### src/rtl/regread_pkg.sv
package regread_pkg;
  localparam int ADDR_W = 5;

  typedef enum logic [2:0] {
    ST_IDLE,
    ST_SH_CMD,
    ST_GAP,
    ST_SH_DATA,
    ST_FIN
  } seq_state_t;

  // first byte of the register-read command
  function automatic logic [7:0] rreg_opcode(input logic [ADDR_W-1:0] addr);
    return 8'h20 | {3'b000, addr};
  endfunction

  // second byte of the register-read command: count minus one
  function automatic logic [7:0] rreg_count(input logic [ADDR_W-1:0] m1);
    return {3'b000, m1};
  endfunction
endpackage

### src/rtl/rrs_byte_shifter.sv
module rrs_byte_shifter #(
  parameter int HALF = 32
) (
  input  logic       clk,
  input  logic       rst_n,
  input  logic       load,
  input  logic [7:0] load_byte,
  input  logic       miso,
  output logic       sclk,
  output logic       mosi,
  output logic       byte_done,
  output logic [7:0] rx_byte
);
  localparam int CW = (HALF > 1) ? $clog2(HALF) : 1;

  logic          active;
  logic [CW-1:0] cnt;
  logic [2:0]    bits;
  logic [7:0]    tx_sr;
  logic [6:0]    rx_sr;
  logic          tick;

  assign tick      = active && (cnt == CW'(HALF - 1));
  // event wire: the eighth falling edge of the byte
  assign byte_done = tick && sclk && (bits == 3'd7);
  assign rx_byte   = {rx_sr, miso};

  always_ff @(posedge clk or negedge rst_n) begin
    if (!rst_n) begin
      active <= 1'b0;
      cnt    <= '0;
      bits   <= '0;
      tx_sr  <= '0;
      rx_sr  <= '0;
      sclk   <= 1'b0;
      mosi   <= 1'b0;
    end else begin
      if (active) cnt <= tick ? '0 : cnt + 1'b1;
      if (tick) begin
        sclk <= ~sclk;
        if (!sclk) begin
          mosi  <= tx_sr[7];
          tx_sr <= {tx_sr[6:0], 1'b0};
        end else begin
          rx_sr <= {rx_sr[5:0], miso};
          bits  <= bits + 3'd1;
          if (bits == 3'd7) active <= 1'b0;
        end
      end
      if (load) begin
        active <= 1'b1;
        cnt    <= '0;
        bits   <= '0;
        tx_sr  <= load_byte;
      end
    end
  end
endmodule

### src/rtl/rrs_gap_timer.sv
module rrs_gap_timer #(
  parameter int GAP = 512
) (
  input  logic clk,
  input  logic rst_n,
  input  logic arm,
  output logic running,
  output logic expire
);
  localparam int CW = (GAP > 1) ? $clog2(GAP) : 1;

  logic [CW-1:0] cnt;

  assign expire = running && (cnt == CW'(GAP - 1));

  always_ff @(posedge clk or negedge rst_n) begin
    if (!rst_n) begin
      running <= 1'b0;
      cnt     <= '0;
    end else if (arm) begin
      running <= 1'b1;
      cnt     <= '0;
    end else if (expire) begin
      running <= 1'b0;
    end else if (running) begin
      cnt <= cnt + 1'b1;
    end
  end
endmodule

### src/rtl/regread_seq.sv
module regread_seq
  import regread_pkg::*;
#(
  parameter int         CLK_HALF = 32,
  parameter int         GAP_CYC  = 512,
  parameter logic [7:0] STOP_CMD = 8'h11,
  parameter logic [7:0] ID_VALUE = 8'hB4
) (
  input  logic              clk,
  input  logic              rst_n,
  input  logic              start,
  input  logic [ADDR_W-1:0] start_addr,
  input  logic [ADDR_W-1:0] nregs_m1,
  input  logic              miso,
  output logic              sclk,
  output logic              cs_n,
  output logic              mosi,
  output logic              busy,
  output logic [7:0]        rd_data,
  output logic              rd_valid,
  output logic              id_ok,
  output logic              done
);
  seq_state_t        state;
  logic [1:0]        cmd_idx;
  logic [ADDR_W-1:0] addr_q, m1_q, left;
  logic              first_q;

  // named event wires between the sequencer and its helpers
  logic       load;
  logic [7:0] load_byte;
  logic       byte_done;
  logic [7:0] rx_byte;
  logic       gap_arm;
  logic       gap_done;
  logic       gap_running;

  rrs_byte_shifter #(.HALF(CLK_HALF)) u_shift (
    .clk(clk), .rst_n(rst_n), .load(load), .load_byte(load_byte),
    .miso(miso), .sclk(sclk), .mosi(mosi),
    .byte_done(byte_done), .rx_byte(rx_byte)
  );

  rrs_gap_timer #(.GAP(GAP_CYC)) u_gap (
    .clk(clk), .rst_n(rst_n), .arm(gap_arm),
    .running(gap_running), .expire(gap_done)
  );

  assign busy = (state != ST_IDLE);

  always_comb begin
    load      = 1'b0;
    load_byte = 8'h00;
    gap_arm   = 1'b0;
    case (state)
      ST_IDLE: if (start) begin
        load      = 1'b1;
        load_byte = STOP_CMD;
      end
      ST_SH_CMD: gap_arm = byte_done;
      ST_GAP: if (gap_done) begin
        load = 1'b1;
        if (cmd_idx == 2'd1)      load_byte = rreg_opcode(addr_q);
        else if (cmd_idx == 2'd2) load_byte = rreg_count(m1_q);
        else                      load_byte = 8'h00;
      end
      ST_SH_DATA: load = byte_done && (left != '0);
      default: ;
    endcase
  end

  always_ff @(posedge clk or negedge rst_n) begin
    if (!rst_n) begin
      state    <= ST_IDLE;
      cmd_idx  <= '0;
      addr_q   <= '0;
      m1_q     <= '0;
      left     <= '0;
      first_q  <= 1'b0;
      cs_n     <= 1'b1;
      rd_data  <= '0;
      rd_valid <= 1'b0;
      id_ok    <= 1'b0;
      done     <= 1'b0;
    end else begin
      rd_valid <= 1'b0;
      done     <= 1'b0;
      case (state)
        ST_IDLE: if (start) begin
          cs_n    <= 1'b0;
          addr_q  <= start_addr;
          m1_q    <= nregs_m1;
          cmd_idx <= '0;
          id_ok   <= 1'b0;
          state   <= ST_SH_CMD;
        end
        ST_SH_CMD: if (byte_done) begin
          cmd_idx <= cmd_idx + 2'd1;
          state   <= ST_GAP;
        end
        ST_GAP: if (gap_done) begin
          if (cmd_idx == 2'd3) begin
            state   <= ST_SH_DATA;
            left    <= m1_q;
            first_q <= 1'b1;
          end else begin
            state <= ST_SH_CMD;
          end
        end
        ST_SH_DATA: if (byte_done) begin
          rd_valid <= 1'b1;
          rd_data  <= rx_byte;
          first_q  <= 1'b0;
          if (first_q && addr_q == '0) id_ok <= (rx_byte == ID_VALUE);
          if (left == '0) begin
            cs_n  <= 1'b1;
            state <= ST_FIN;
          end else begin
            left <= left - 1'b1;
          end
        end
        ST_FIN: begin
          done  <= 1'b1;
          state <= ST_IDLE;
        end
        default: state <= ST_IDLE;
      endcase
    end
  end
endmodule

### config.mk
export PLATFORM = sky130hd
export DESIGN_NAME = regread_seq
export DESIGN_NICKNAME = d
export VERILOG_FILES = /design/src/rtl/regread_pkg.sv /design/src/rtl/rrs_byte_shifter.sv /design/src/rtl/rrs_gap_timer.sv /design/src/rtl/regread_seq.sv
export SDC_FILE = /design/constraint.sdc
export NUM_CORES = 1
export LEC_CHECK = 0
export BUFFER_PORTS_ARGS = -buffer_cell sky130_fd_sc_hd__buf_4
export CORE_MARGIN = 2
export CORE_UTILIZATION = 55
export DETAILED_ROUTE_END_ITERATION = 10
export GPL_ROUTABILITY_DRIVEN = 0
export GPL_TIMING_DRIVEN = 0
export PLACE_DENSITY_LB_ADDON = 0.15
export SLEW_MARGIN = 5
export SYNTH_ARGS = -nofsm -noshare
export SYNTH_HDL_FRONTEND = slang
export SYNTH_SLANG_ARGS = --single-unit
### constraint.sdc
create_clock -name clk -period 4 [get_ports clk]
set_input_delay 0.2 -clock clk [delete_from_list [all_inputs] [get_ports clk]]
set_output_delay 0.2 -clock clk [all_outputs]
set_load 0.03 [all_outputs]
; ---- Yosys cells after proc, flatten, opt, wreduce, memory -nomap -nowiden
; Index checks and enable logic that the tools add are counted.
[totals]
ff_bits = 69
inputBits = 14
out_inout_bits = 15
elab_cells = 137
[classes]
add_sub_neg = 5
eq_ne = 21
mux = 56
n_bitwise = 1
reduce_logical = 34
[op_table]
columns = cell, count
row1 = $mux 5, 9
row2 = $mux 9, 3
row3 = $mux 3, 8
row4 = $mux 8, 3
row5 = $mux 1, 20
row6 = $ne 2x2->1 const B, 10
row7 = $reduce_bool 2->1, 9
row8 = $reduce_and 2->1, 7
row9 = $mux 6, 2
row10 = $pmux 3 s4, 1
row11 = $pmux 6 s2, 1
row12 = $reduce_and 4->1, 3
row13 = $logic_not 5->1, 2
row14 = $pmux 5 s2, 1
row15 = $reduce_and 5->1, 2
row16 = $add 9x1->9 const B, 1
row17 = $eq 9x9->1 const B, 1
row18 = $eq 8x8->1 const B, 1
row19 = $eq 3x2->1 const B, 2
row20 = $eq 3x3->1 const B, 2
row21 = $logic_and 1x1->1, 6
row22 = $mux 2, 3
row23 = $pmux 1 s2, 3
row24 = $reduce_and 3->1, 2
row25 = other kinds (14), 15

; ---- Logic depth before layout (Yosys ltp)
[depth]
ltp_word = 8
depth_mapped = 9
mapped_depth_nobuf = 8

; ---- By module
; A second synthesis with hierarchy kept.
[hier_totals]
cells_unflattened = 317
hier_area_um2 = 3329.4
[by_module_without_submodules]
columns = module, n_inst, cells_each, area_per_inst_um2, seq_area_each_um2
row1 = regread_seq, 1, 164, 1657.8, 827.0
row2 = rrs_byte_shifter, 1, 102, 1173.6, 650.6
row3 = rrs_gap_timer, 1, 51, 498.0, 250.2

; ---- Least setup slack after synthesis
; OpenSTA, ideal clock, no wires.
[synth_timing]
kind = register to register
startpoint = reg u_gap.cnt[0]
endpoint = reg left[1]
setup_time_ps = 125
t_arrival_ps = 1900
required_ps = 3875
path_slack_ps = 1975
stages_incl_launch_ff = 9
period_less_slack_ps = 2025
path_cell_list = dfrtp_1 ha_1 nand3_1 nor2_1 ha_1 nand4_1 or3_2 nand2_4 mux2_4
[synth_between]
elab_chain_len = 4
[synth_rtl]
columns = element, line
row1 = "start, declared", rrs_gap_timer.sv:12  ; logic [CW-1:0] cnt;
row2 = "start signal, assigned", rrs_gap_timer.sv:26  ; cnt <= cnt + 1'b1;
row3 = $eq 9x9->1, rrs_gap_timer.sv:14  ; assign expire = running && (cnt == CW'(GAP - 1));
row4 = $logic_and 1x1->1, rrs_gap_timer.sv:14
row5 = $ne 2x2->1 (no source line), --
row6 = $reduce_and 5->1 (no source line), --
row7 = "end signal, assigned", regread_seq.sv:104  ; left <= m1_q;
row8 = "end signal, assigned", regread_seq.sv:119  ; left <= left - 1'b1;
row9 = "end, declared", regread_seq.sv:26  ; logic [ADDR_W-1:0] addr_q, m1_q, left;
; Every way passes these cells.
; A chain may end at the register's enable or synchronous reset.

; ---- Worst setup path after layout
[layout_timing]
startpoint = reg u_shift.cnt[0]
endpoint = reg rd_data[6]
[layout_between]
elab_chain_len = 5
[layout_rtl]
columns = element, line
row1 = "start, declared", rrs_byte_shifter.sv:17  ; logic [CW-1:0] cnt;
row2 = "start signal, assigned", rrs_byte_shifter.sv:38  ; if (active) cnt <= tick ? '0 : cnt + 1'b1;
row3 = $eq 5x5->1, rrs_byte_shifter.sv:23  ; assign tick = active && (cnt == CW'(HALF - 1));
row4 = $logic_and 1x1->1, rrs_byte_shifter.sv:23
row5 = $logic_and 1x1->1 (2 in series), rrs_byte_shifter.sv:25  ; assign byte_done = tick && sclk && (bits == 3'd7);
row6 = $reduce_and 2->1 (no source line), --
row7 = "end signal, assigned", regread_seq.sv:112  ; rd_data <= rx_byte;
row8 = "end, declared", regread_seq.sv:19  ; output logic [7:0] rd_data,
; Every way passes these cells.

==> impl_metrics.env <==
export IMPL_grt_max_degree=70
export IMPL_grt_usage_pct=20.7
export IMPL_slowest_delay_ps=400
export IMPL_drive_above_1_share_pct=23.5
export IMPL_drv_slew=0
export IMPL_min_period_ps=2300
export IMPL_ctsResizeCount=0
export IMPL_yosysTopAreaCell="dfrtp_1"
export IMPL_vias=2309
export IMPL_wl_per_cell_um=14.3
export IMPL_cts_buffers=9
export IMPL_cp_end_kind="register"
export IMPL_critical_path_max_fanout=10
export IMPL_drt_wl_total_um=6060
export IMPL_area_growth_syn_to_layout_pct=16.9
export IMPL_path_clk_slew_ps=80
export IMPL_critPathKind="register to register"
export IMPL_syn_inst=304
export IMPL_maxCapViolations=0
export IMPL_worstHoldStart="start_addr[1]"
export IMPL_drt_pass1_iter_count=4
export IMPL_drtIter0Drc=116
export IMPL_yosys_warnings=0
export IMPL_cpMostUsedCell="ha_1"
export IMPL_yosys_area_top_type_share_pct=52.0
export IMPL_hp_class="input pin to register"
export IMPL_powerDensity_mw_per_mm2=366
export IMPL_grt_pass1_vias=2142
export IMPL_htreeDepth=3
export IMPL_start_util_pct=56.2
export IMPL_cts_tree="done"
export IMPL_synth_avg_cell_area_um2=10.8
export IMPL_report_power_total_mw=1.40
export IMPL_worstPathArrival_ps=2530
export IMPL_ioPinCount=29
export IMPL_die_h_um=81.1
export IMPL_nets=369
export IMPL_rows=28
export IMPL_ir_worst_vdd_mv=0.233
export IMPL_clockBufferDepth=2
export IMPL_clock_skew_ps=9.21
export IMPL_synth_area_mm2=0.00327
export IMPL_crit_chain="ha_1, and3_1, ha_1, buf_2, nand4_1, nor2_1, buf_4, mux2_2"
export IMPL_rr_startpoint="u_shift.cnt[0]$_DFFE_PN0P_"
export IMPL_post_cts_buffers=0
export IMPL_period_share_pct=57.5
export IMPL_tightest_slew_ps=852
export IMPL_ctsRootBufferMaster="clkbuf_8"
export IMPL_ant_nets=0
export IMPL_syn_nets=329
export IMPL_synth_edf_count=0
export IMPL_yosysSeqAreaShare_pct=52.8
export IMPL_fill_cells=461
export IMPL_p_leak_nw=1.95
export IMPL_clock_sinks=69
export IMPL_status="finished clean"
export IMPL_antenna_found_initial=0
export IMPL_grt_pass1_wl_um=10200
export IMPL_synth_distinct_cells=49
export IMPL_tns_ps=0
export IMPL_grt_overflow=0
export IMPL_setup_violations=0
export IMPL_async_flop_share_pct=100
export IMPL_ys_ff_latch=69
export IMPL_dp_final_hpwl_um=4080
export IMPL_critPathLaunchType="register"
export IMPL_finalHoldViolations=0
export IMPL_critical_path_startpoint="u_shift.cnt[0]$_DFFE_PN0P_"
export IMPL_die_area_mm2=0.00658
export IMPL_critPathRequiredTime_ps=4230
export IMPL_clk_latency_ps=340
export IMPL_numPortBuffers=28
export IMPL_crit_path_top_delay_cell="dfrtp_1"
export IMPL_rsz0062_at_grt="no"
export IMPL_design_core_area_mm2=0.00582
export IMPL_vias_per_cell=5.45
export IMPL_slew_headroom_pct=43.2
export IMPL_ys_flop_type="dfrtp_1"
export IMPL_drc=0
export IMPL_die_x_um=81.1
export IMPL_fmax_mhz=435
export IMPL_cts_hold_buffers_added=1
export IMPL_netlist_top_cells_area="dfrtp_1 52%, mux2_2 5.5%, nand2_1 5.3%"
export IMPL_diodes=0
## kinds of logic (layout without fill, tap and decap cells)
family	after synthesis	in the layout	synth area share, %
adder cells (fa/ha/maj)	11	11	4.21
AO/OA/AOI/OAI	42	42	8.65
XOR/XNOR	7	7	1.87
multiplexers	28	28	9.33
AND/OR/NAND/NOR	130	130	20.5
flip-flops	69	69	52.8
buffers and inverters	17	62	2.56
## sequential cells by signal, indices dropped and copies added (netlist names), 5 cells and up
name	flops
rd_data	8
u_gap.cnt	9
u_shift.rx_sr	7
addr_q	5
m1_q	5
u_shift.cnt	5
u_shift.tx_sr	8
left	5
## worst paths after layout
kind / slack, ps / endpoint / cells after the start
min in group asynchronous: 490 / u_gap.cnt[3]$_DFFE_PN0P_ / 2
worst min-delay path: 40 / addr_q[1]$_DFFE_PN0P_ / 3
worst max register to register: 1700 / rd_data[6]$_DFFE_PN0P_ / 8
worst max-delay path: 1700 / rd_data[6]$_DFFE_PN0P_ / 8
max in group asynchronous: 2930 / left[1]$_DFFE_PN0P_ / 2
worst min register to register: 510 / rd_data[3]$_DFFE_PN0P_ / 1
## synth_stat cells (7+ instances only)
cell     instances
nor2_1          25
a21oi_1         13
mux2_2          16
nand2_1         46
o21ai_0          8
nand3_1          9
nor3_1           7
inv_1            7
mux2i_1         11
nand4_1          8
buf_2            7
ha_1            11
dfrtp_1         68
## power breakdown
part / total (mW) / switching [mW] / internal [mW]
registers: 0.698 / 0.000542 / 0.698
clock network: 0.678 / 0.266 / 0.412
logic: 0.0245 / 0.0152 / 0.00930
total: 1.40 / 0.282 / 1.12
## metal layers
layer | GRT usage, % | vias up | wire length, um
li1 | - | 1163 | -
met1 | 28.9 | 1102 | 2930
met2 | 31.6 | 36 | 2860
met3 | 4.33 | 8 | 176
met4 | 8.64 | 0 | 96
met5 | 0 | - | 0
## metrics by stage
step                      std cells  hold slack (ps)  setup WS, ps  utilization [%]  instance area, um2
final                           424             43.4          1700             65.7                3820
after global routing            424             41.4          1510             65.7                3820
after floorplan                 304            -95.6          1970                -                3270
after CTS                       424             26.9          1680             65.7                3820
after detailed placement        407              368          1690             61.5                3570
after global placement          407              372          1700             61.5                3570
## cells in the final DEF (no fill, tap or decap), drive strengths merged, types with 9 or more instances in the layout
cell | Yosys | final
a21oi | 15 | 15
buf | 9 | 37
clkbuf | 1 | 10
dfrtp | 68 | 68
ha | 11 | 11
mux2 | 17 | 17
mux2i | 11 | 11
nand2 | 48 | 48
nand3 | 10 | 10
nor2 | 25 | 25
o21ai | 9 | 9
## layout make-up
type | instances | area (um2) | share of cell area (%)
clock inverter | 7 | 114 | 2.98
timing repair buffer | 29 | 220 | 5.76
multi-input combinational | 218 | 1460 | 38.2
tap | 75 | 93.8 | 2.45
buffer | 10 | 57.6 | 1.51
inverter | 7 | 26.3 | 0.687
sequential | 69 | 1730 | 45.2
clock buffer | 9 | 124 | 3.24
## critical path: cells and delay by family, from the launching register on
kind / cells / cell delay, ps
adders and majority gates: 2 / 320
DFF: 1 / 400
and+or+nand+nor: 3 / 710
muxes: 1 / 350
buffers and inverters: 2 / 400
Note: power is estimated with default switching activity, not from simulation.
